[src/rtl/pf_pkg.sv]
package pf_pkg;
  typedef enum logic [1:0] {
    ISS_IDLE = 2'd0,
    ISS_REQ  = 2'd1,
    ISS_WAIT = 2'd2
  } iss_state_t;

  localparam int CONF_W = 2;
  localparam logic [CONF_W-1:0] CONF_MAX  = 2'd3;
  localparam logic [CONF_W-1:0] CONF_ON   = 2'd2;
  localparam logic [CONF_W-1:0] CONF_INIT = 2'd2;
endpackage

[src/rtl/pf_lookup.sv]
module pf_lookup #(
  parameter int NBUF  = 4,
  parameter int BLK_W = 27,
  parameter int PC_W  = 32
) (
  input  logic [BLK_W-1:0]            blk,
  input  logic [PC_W-1:0]             pc,
  input  logic [NBUF-1:0]             busy,
  input  logic [NBUF-1:0]             dvalid,
  input  logic [NBUF-1:0][BLK_W-1:0]  tags,
  input  logic [NBUF-1:0][PC_W-1:0]   pcs,
  output logic                        tag_hit,
  output logic [$clog2(NBUF)-1:0]     tag_id,
  output logic                        pc_hit,
  output logic [$clog2(NBUF)-1:0]     pc_id
);
  localparam int ID_W = $clog2(NBUF);

  logic [NBUF-1:0] tag_m;
  logic [NBUF-1:0] pc_m;

  for (genvar i = 0; i < NBUF; i++) begin : g_cmp
    assign tag_m[i] = dvalid[i] && (tags[i] == blk);
    assign pc_m[i]  = busy[i] && (pcs[i] == pc);
  end

  // lowest index wins: scan downward, last write sticks
  always_comb begin
    tag_hit = 1'b0;
    tag_id  = '0;
    pc_hit  = 1'b0;
    pc_id   = '0;
    for (int i = NBUF - 1; i >= 0; i--) begin
      if (tag_m[i]) begin
        tag_hit = 1'b1;
        tag_id  = ID_W'(i);
      end
      if (pc_m[i]) begin
        pc_hit = 1'b1;
        pc_id  = ID_W'(i);
      end
    end
  end
endmodule

[src/rtl/pf_buffer.sv]
module pf_buffer
  import pf_pkg::*;
#(
  parameter int BLK_W  = 27,
  parameter int PC_W   = 32,
  parameter int DATA_W = 64
) (
  input  logic              clk,
  input  logic              rst,
  input  logic              ref_en,
  input  logic              alloc_en,
  input  logic [BLK_W-1:0]  blk,
  input  logic [PC_W-1:0]   pc,
  input  logic              fill_en,
  input  logic [BLK_W-1:0]  fill_blk,
  input  logic [DATA_W-1:0] fill_data,
  input  logic              inflight_here,
  output logic              busy,
  output logic [PC_W-1:0]   owner_pc,
  output logic              dvalid,
  output logic [BLK_W-1:0]  tag,
  output logic [DATA_W-1:0] data,
  output logic [BLK_W-1:0]  next_blk,
  output logic              want
);
  logic [BLK_W-1:0]  last_blk, stride;
  logic [CONF_W-1:0] conf;

  logic              busy_d, dvalid_d;
  logic [PC_W-1:0]   pc_d;
  logic [BLK_W-1:0]  last_d, stride_d, next_d, tag_d, step;
  logic [CONF_W-1:0] conf_d;
  logic              take_fill;

  assign step = blk - last_blk;

  always_comb begin
    busy_d   = busy;
    pc_d     = owner_pc;
    last_d   = last_blk;
    stride_d = stride;
    conf_d   = conf;
    next_d   = next_blk;
    dvalid_d = dvalid;
    tag_d    = tag;
    if (alloc_en) begin
      busy_d   = 1'b1;
      pc_d     = pc;
      last_d   = blk;
      stride_d = BLK_W'(1);
      conf_d   = CONF_INIT;
      next_d   = blk + BLK_W'(1);
      dvalid_d = 1'b0;
    end else if (ref_en) begin
      pc_d     = pc;
      last_d   = blk;
      stride_d = step;
      if (step == stride)
        conf_d = (conf == CONF_MAX) ? conf : conf + 1'b1;
      else
        conf_d = (conf == '0) ? conf : conf - 1'b1;
      next_d   = blk + step;
      dvalid_d = 1'b0;
    end
    take_fill = fill_en && (fill_blk == next_d);
    if (take_fill) begin
      dvalid_d = 1'b1;
      tag_d    = fill_blk;
    end
  end

  always_ff @(posedge clk) begin
    if (rst) begin
      busy     <= 1'b0;
      owner_pc <= '0;
      last_blk <= '0;
      stride   <= '0;
      conf     <= '0;
      next_blk <= '0;
      dvalid   <= 1'b0;
      tag      <= '0;
    end else begin
      busy     <= busy_d;
      owner_pc <= pc_d;
      last_blk <= last_d;
      stride   <= stride_d;
      conf     <= conf_d;
      next_blk <= next_d;
      dvalid   <= dvalid_d;
      tag      <= tag_d;
    end
  end

  // data storage kept free of reset so it can map to RAM
  always_ff @(posedge clk) begin
    if (take_fill) data <= fill_data;
  end

  assign want = busy && (conf >= CONF_ON) && !dvalid && !inflight_here;

  // fresh allocation starts empty and aims one block ahead
  a_r2_alloc_init: assert property (@(posedge clk) disable iff (rst)
    alloc_en && !fill_en |=> busy && !dvalid && next_blk == $past(blk) + BLK_W'(1));

  // confidence moves by at most one step per reference
  a_r3_conf_step: assert property (@(posedge clk) disable iff (rst)
    ref_en |=> ((conf >= $past(conf)) ? (conf - $past(conf)) : ($past(conf) - conf)) <= 2'd1);

  // stored data always belongs to the block the buffer is aiming at
  a_r7_fill_tag: assert property (@(posedge clk) disable iff (rst)
    $rose(dvalid) |-> tag == next_blk);

  // a reference gives up the held block
  a_r8_consume: assert property (@(posedge clk) disable iff (rst)
    ref_en && !fill_en |=> !dvalid);
endmodule

[src/rtl/pf_issue.sv]
module pf_issue
  import pf_pkg::*;
#(
  parameter int NBUF  = 4,
  parameter int BLK_W = 27
) (
  input  logic                       clk,
  input  logic                       rst,
  input  logic [NBUF-1:0]            want,
  input  logic [NBUF-1:0][BLK_W-1:0] next_arr,
  input  logic                       mem_req_ready,
  input  logic                       mem_rsp_valid,
  output logic                       mem_req_valid,
  output logic [BLK_W-1:0]           req_blk,
  output logic                       fill_en,
  output logic [$clog2(NBUF)-1:0]    fill_id,
  output logic                       inflight
);
  localparam int ID_W = $clog2(NBUF);

  iss_state_t      state;
  logic [ID_W-1:0] id_q, grant;
  logic            any_want;

  always_comb begin
    grant    = '0;
    any_want = |want;
    for (int i = NBUF - 1; i >= 0; i--) begin
      if (want[i]) grant = ID_W'(i);
    end
  end

  always_ff @(posedge clk) begin
    if (rst) begin
      state         <= ISS_IDLE;
      id_q          <= '0;
      req_blk       <= '0;
      mem_req_valid <= 1'b0;
    end else begin
      case (state)
        ISS_IDLE: if (any_want) begin
          state         <= ISS_REQ;
          id_q          <= grant;
          req_blk       <= next_arr[grant];
          mem_req_valid <= 1'b1;
        end
        ISS_REQ: if (mem_req_ready) begin
          state         <= ISS_WAIT;
          mem_req_valid <= 1'b0;
        end
        ISS_WAIT: if (mem_rsp_valid) state <= ISS_IDLE;
        default: state <= ISS_IDLE;
      endcase
    end
  end

  assign fill_en  = (state == ISS_WAIT) && mem_rsp_valid;
  assign fill_id  = id_q;
  assign inflight = (state != ISS_IDLE);

  // request held steady until accepted
  a_r5_hold: assert property (@(posedge clk) disable iff (rst)
    mem_req_valid && !mem_req_ready |=> mem_req_valid && $stable(req_blk));

  // nothing new is requested while a response is awaited
  a_r5_single: assert property (@(posedge clk) disable iff (rst)
    state == ISS_WAIT |-> !mem_req_valid);

  // no lower-numbered buffer was waiting when a grant was made
  a_r6_lowest: assert property (@(posedge clk) disable iff (rst)
    $rose(mem_req_valid) |-> ($past(want) & ((NBUF'(1) << id_q) - NBUF'(1))) == '0);
endmodule

[src/rtl/stride_stream_prefetcher.sv]
module stride_stream_prefetcher #(
  parameter int ADDR_W     = 32,
  parameter int PC_W       = 32,
  parameter int DATA_W     = 64,
  parameter int NBUF       = 4,
  parameter int LINE_BYTES = 32
) (
  input  logic              clk,
  input  logic              rst,
  input  logic              miss_valid,
  input  logic [ADDR_W-1:0] miss_addr,
  input  logic [PC_W-1:0]   miss_pc,
  output logic              done_valid,
  output logic              done_hit,
  output logic [DATA_W-1:0] done_data,
  output logic              mem_req_valid,
  output logic [ADDR_W-1:0] mem_req_addr,
  input  logic              mem_req_ready,
  input  logic              mem_rsp_valid,
  input  logic [DATA_W-1:0] mem_rsp_data
);
  localparam int OFF_W = $clog2(LINE_BYTES);
  localparam int BLK_W = ADDR_W - OFF_W;
  localparam int ID_W  = $clog2(NBUF);

  logic [BLK_W-1:0]              blk;
  logic [NBUF-1:0]               busy_v, dv_v, want_v, ref_v, alloc_v, fill_v, infl_v;
  logic [NBUF-1:0][BLK_W-1:0]    tag_a, next_a;
  logic [NBUF-1:0][PC_W-1:0]     pc_a;
  logic [NBUF-1:0][DATA_W-1:0]   data_a;
  logic                          tag_hit, pc_hit, fill_en, inflight;
  logic [ID_W-1:0]               tag_id, pc_id, fill_id, alloc_ptr;
  logic [BLK_W-1:0]              req_blk;

  assign blk = miss_addr[ADDR_W-1:OFF_W];

  pf_lookup #(.NBUF(NBUF), .BLK_W(BLK_W), .PC_W(PC_W)) u_lookup (
    .blk(blk), .pc(miss_pc), .busy(busy_v), .dvalid(dv_v),
    .tags(tag_a), .pcs(pc_a),
    .tag_hit(tag_hit), .tag_id(tag_id), .pc_hit(pc_hit), .pc_id(pc_id)
  );

  for (genvar i = 0; i < NBUF; i++) begin : g_buf
    assign ref_v[i]   = miss_valid && (tag_hit ? (tag_id == ID_W'(i))
                                               : (pc_hit && pc_id == ID_W'(i)));
    assign alloc_v[i] = miss_valid && !tag_hit && !pc_hit && (alloc_ptr == ID_W'(i));
    assign fill_v[i]  = fill_en && (fill_id == ID_W'(i));
    assign infl_v[i]  = inflight && (fill_id == ID_W'(i));

    pf_buffer #(.BLK_W(BLK_W), .PC_W(PC_W), .DATA_W(DATA_W)) u_buf (
      .clk(clk), .rst(rst),
      .ref_en(ref_v[i]), .alloc_en(alloc_v[i]),
      .blk(blk), .pc(miss_pc),
      .fill_en(fill_v[i]), .fill_blk(req_blk), .fill_data(mem_rsp_data),
      .inflight_here(infl_v[i]),
      .busy(busy_v[i]), .owner_pc(pc_a[i]), .dvalid(dv_v[i]),
      .tag(tag_a[i]), .data(data_a[i]), .next_blk(next_a[i]), .want(want_v[i])
    );
  end

  pf_issue #(.NBUF(NBUF), .BLK_W(BLK_W)) u_issue (
    .clk(clk), .rst(rst), .want(want_v), .next_arr(next_a),
    .mem_req_ready(mem_req_ready), .mem_rsp_valid(mem_rsp_valid),
    .mem_req_valid(mem_req_valid), .req_blk(req_blk),
    .fill_en(fill_en), .fill_id(fill_id), .inflight(inflight)
  );

  assign mem_req_addr = {req_blk, {OFF_W{1'b0}}};

  always_ff @(posedge clk) begin
    if (rst) begin
      alloc_ptr  <= '0;
      done_valid <= 1'b0;
      done_hit   <= 1'b0;
      done_data  <= '0;
    end else begin
      if (miss_valid && !tag_hit && !pc_hit)
        alloc_ptr <= (alloc_ptr == ID_W'(NBUF - 1)) ? '0 : alloc_ptr + 1'b1;
      done_valid <= miss_valid;
      done_hit   <= miss_valid && tag_hit;
      done_data  <= (miss_valid && tag_hit) ? data_a[tag_id] : '0;
    end
  end

  // every miss is answered on the following cycle
  a_r1_done_follows: assert property (@(posedge clk) disable iff (rst)
    miss_valid |=> done_valid);

  // no answer without a miss
  a_r1_no_spurious: assert property (@(posedge clk) disable iff (rst)
    !miss_valid |=> !done_valid && !done_hit);
endmodule

[config.mk]
export PLATFORM = sky130hd
export DESIGN_NAME = stride_stream_prefetcher
export DESIGN_NICKNAME = d
export VERILOG_FILES = /design/src/rtl/pf_pkg.sv /design/src/rtl/pf_lookup.sv /design/src/rtl/pf_buffer.sv /design/src/rtl/pf_issue.sv /design/src/rtl/stride_stream_prefetcher.sv
export SDC_FILE = /design/constraint.sdc
export NUM_CORES = 2
export LEC_CHECK = 0
export ABC_AREA = 1
export BUFFER_PORTS_ARGS = -buffer_cell sky130_fd_sc_hd__buf_2
export CELL_PAD_IN_SITES_DETAIL_PLACEMENT = 1
export CELL_PAD_IN_SITES_GLOBAL_PLACEMENT = 1
export CORE_ASPECT_RATIO = 0.6
export CORE_MARGIN = 8
export CORE_UTILIZATION = 30
export CTS_BUF_LIST = sky130_fd_sc_hd__clkbuf_4 sky130_fd_sc_hd__clkbuf_8
export DETAILED_ROUTE_END_ITERATION = 8
export PLACE_DENSITY_LB_ADDON = 0.1
export SYNTH_ARGS = -nofsm -noshare
export SYNTH_HDL_FRONTEND = slang
export SYNTH_HIERARCHICAL = 1
export SYNTH_SLANG_ARGS = --single-unit
[constraint.sdc]
create_clock -name clk -period 21 [get_ports clk]
set_input_delay 1.05 -clock clk [delete_from_list [all_inputs] [get_ports clk]]
set_output_delay 1.05 -clock clk [all_outputs]
set_load 0.05 [all_outputs]
==> results_dict.tcl <==
set metrics [dict create \
    ys_seq_area_frac 0.340 \
    reg2regPathDepth 32 \
    core_area_sq_um 207000 \
    drcViolationCount 0 \
    ys_types 67 \
    worst_slew_pin_slew_ns 1.26 \
    hold_path_end "g_buf[1].u_buf/data[31]$_DFFE_PP_" \
    regArea_sq_um 21200 \
    cts_buffers 175 \
    dieArea_sq_um 224000 \
    root_buffer "clkbuf_8" \
    hold_viol 0 \
    setup_tns_ns 0 \
    dieWidth_um 605 \
    vias 66101 \
    rr_startpoint "g_buf[1].u_buf/tag[13]$_SDFFE_PP0P_" \
    synth_mux_area_frac 0 \
    viasPerCell 5.12 \
    cts_hold_buf 0 \
    synthSimpleGateAreaFrac 0.373 \
    ys_seq_elements 932 \
    yosys_warnings 6 \
    start_kind "primary input" \
    min_period_over_period 0.452 \
    worstPathArrival_ns 10.02 \
    grt_pass1_wl_um 434000 \
    async_flop_share 0 \
    htreeDepth 4 \
    synth_xor_area_frac 0.0205 \
    grt_usage 0.258 \
    ys.flop_type "dfxtp_1" \
    slew_violations 0 \
    fmax_mhz 105 \
    cts_tree "built" \
    period_needed_ns 9.50 \
    maxCapViolCount 0 \
    place_congestion 0.928 \
    crit_path_end_kind "flop" \
    drive_above_1_share 0.0857 \
    dpl.cell_count 12583 \
    slowest_stage "nor2_4" \
    cp_common_cell "nand2_1" \
    drtPass1Iterations 6 \
    synth_top_family_by_area "simple AND/OR/NAND/NOR gates" \
    avgSynthCellArea_sq_um 6.39 \
    relSlewSlack 0.157 \
    fin_worst_skew_ns 0.165 \
    setup_violations 0 \
    synth_edf_count 256 \
    status "finished clean" \
    cellLeakagePower_nw 33.0 \
    stdcell_count 12900 \
    required_ns 21.53 \
    multiInputGateArea_sq_um 34200 \
    worstHoldPathType "in2reg" \
    crit_type "in2reg" \
    clock-sinks 932 \
    hold_depth 1 \
    routedWlPerCell_um 23.3 \
    grt_overflow_total 0 \
    dr.first_iter.drc_count 5844 \
    worstHoldStart "mem_rsp_data[31]" \
    nNetsFinal 10378 \
    fill_cells 26651 \
    synth-adder-area-share 0.0482 \
    cp_max_fo 65 \
    final_antenna_net_count 0 \
    power_density_nw_per_um2 75.8 \
    die_h_um 369 \
    grt_pass1_vias 63735 \
    rows 129 \
    cts_buffer_depth 4 \
    ff2ff_setup_slack_ns 12.12 \
    rr_endpoint "g_buf[0].u_buf/data[21]$_DFFE_PP_" \
    slowest_delay_ns 0.76 \
    synth_compound_area_frac 0.103 \
    portBuffers 221 \
    rsz0062_at_grt "no" \
    dpl.hpwl_um 225000 \
    post_cts.repair.setup_buffers 0 \
    io_pins 232 \
    antenna_found_initial 31 \
    syn_area_sq_um 62500 \
    netlist_instances 9781 \
    grt_max_degree 131 \
    start_util 0.302 \
    totalWireLength_um 300000 \
    area_growth_pct 12.4 \
    ir_drop_mv 0.0534 \
    clock_latency_ns 0.96 \
    cts-resized-gates 0 \
    clk_pin_slew_ns 0.07 \
]
==> kinds of logic after synthesis <==
| kind of cell | after synthesis |
|---|---|
| and+or+nand+nor | 5457 |
| buffers and inverters | 1786 |
| AOI/OAI and AO/OA | 1229 |
| other | 1 |
| DFF | 932 |
| xor gates and xnor gates | 140 |
| adders and majority gates | 236 |
==> layout by cell type (no fill, tap or decap), types with 8 or more instances in the layout <==
cell type,count
nor3_1,76
o21bai_1,34
nand3_2,20
nor2_4,40
a21o_1,10
and2_1,9
nor4_1,12
or2_2,20
edfxtp_1,256
inv_2,36
buf_2,220
clkinv_1,17
fa_1,8
nor2_1,1285
dfxtp_1,676
ha_1,228
a21boi_0,8
clkbuf_4,54
nor2_2,17
xor2_1,68
diode_2,14
buf_4,125
o21ai_1,28
nand2_2,43
nand3_1,1011
nand3b_1,62
xnor2_1,68
nand4_1,136
o211ai_1,17
a21oi_1,566
o22ai_1,15
inv_1,1431
nand2_1,2683
o21ai_0,517
clkbuf_8,212
clkinv_2,25
==> layout make-up <==
cell class / instances / area share
Clock buffer: 266 / 0.0473
Multi-Input combinational cell: 7067 / 0.487
Tap cell: 2751 / 0.0490
Timing Repair Buffer: 353 / 0.0312
Antenna cell: 14 / 0.000499
Inverter: 1480 / 0.0793
Sequential cell: 932 / 0.302
Clock inverter: 37 / 0.00312
==> state kept, by name, indices dropped and copies added, names as in the netlist, 27 cells and up <==
register	flops
done_data	64
g_buf.u_buf/data	256
g_buf.u_buf/last_blk	108
g_buf.u_buf/next_blk	108
g_buf.u_buf/owner_pc	128
g_buf.u_buf/stride	108
g_buf.u_buf/tag	108
u_issue/req_blk	27
==> per-stage QoR <==
step / area (sq um) / hold WS [ns] / util / total power (W) / worst slack (ns)
after floorplan: 62500 / 0.433 / - / 0.00289 / 13.42
after global placement: 66600 / 0.447 / 0.323 / 0.00339 / 10.58
after detailed placement: 66600 / 0.451 / 0.323 / 0.00343 / 10.66
after CTS: 70200 / 0.203 / 0.340 / 0.00536 / 11.62
after global routing: 70200 / 0.236 / 0.340 / 0.00562 / 11.06
final: 70200 / 0.326 / 0.340 / 0.00532 / 11.50
==> where the power goes <==
part	total [W]	leakage [nW]	switching [W]	internal (W)
clock network	0.00190	1.90	0.000883	0.00102
logic	0.00149	23.3	0.00108	0.000419
registers	0.00193	7.79	0.0000370	0.00189
total	0.00532	33.0	0.00200	0.00333
==> worst max path at each step <==
| stage | startpoint | end | slack, ns | depth (start not counted) |
|---|---|---|---|---|
| 2_1_floorplan | miss_addr[5] | g_buf[0].u_buf/data[0]$_DFFE_PP_ | 13.42 | 30 |
| 3_3_place_gp | miss_addr[9] | g_buf[0].u_buf/data[22]$_DFFE_PP_ | 10.58 | 33 |
| 3_5_place_dp | miss_addr[9] | g_buf[0].u_buf/data[15]$_DFFE_PP_ | 10.66 | 33 |
| 6_report | miss_addr[9] | g_buf[0].u_buf/data[21]$_DFFE_PP_ | 11.50 | 33 |
| 4_1_cts | miss_addr[9] | g_buf[0].u_buf/data[61]$_DFFE_PP_ | 11.62 | 33 |
| 5_1_grt | miss_addr[9] | g_buf[0].u_buf/data[21]$_DFFE_PP_ | 11.06 | 33 |
==> synthesized netlist by cell type, types with 8 or more instances <==
library cell | number | area [sq um]
nand2_1 | 2685 | 10100
inv_1 | 1440 | 5410
nor2_1 | 1296 | 4860
nand3_1 | 1011 | 5060
dfxtp_1 | 676 | 13500
a21oi_1 | 567 | 2840
o21ai_0 | 521 | 2610
edfxtp_1 | 256 | 7690
ha_1 | 228 | 2850
clkbuf_1 | 148 | 556
nand4_1 | 136 | 851
nor3_1 | 76 | 380
xnor2_1 | 68 | 596
xor2_1 | 68 | 596
buf_2 | 64 | 320
nand3b_1 | 62 | 465
buf_6 | 45 | 507
nand2_2 | 41 | 257
o21bai_1 | 34 | 255
inv_2 | 32 | 120
nor2_4 | 29 | 327
o21ai_1 | 28 | 140
buf_1 | 24 | 90.1
buf_4 | 21 | 158
nand3_2 | 20 | 200
or2_2 | 20 | 125
nor2_2 | 17 | 106
o211ai_1 | 17 | 128
o22ai_1 | 15 | 93.8
nor4_1 | 13 | 81.3
a21o_1 | 10 | 75.1
and2_1 | 9 | 56.3
a21boi_0 | 8 | 60.1
fa_1 | 8 | 160
==> layer usage <==
| metal | up-vias | global-route usage | routed length [um] |
|---|---|---|---|
| met5 | - | 0 | 0 |
| met4 | 0 | 0.0618 | 7070 |
| met3 | 333 | 0.0524 | 24500 |
| met2 | 1943 | 0.353 | 115000 |
| met1 | 32216 | 0.403 | 153000 |
| li1 | 31609 | - | - |
==> worst max-delay path: cells and delay by family <==
family | cells | cell delay, ns
buffers and inverters | 9 | 4.48
AND/OR/NAND/NOR | 21 | 3.61
AO/OA/AOI/OAI | 2 | 0.25
XOR/XNOR | 1 | 0.17
No activity file was read; power rests on OpenSTA's default activity.
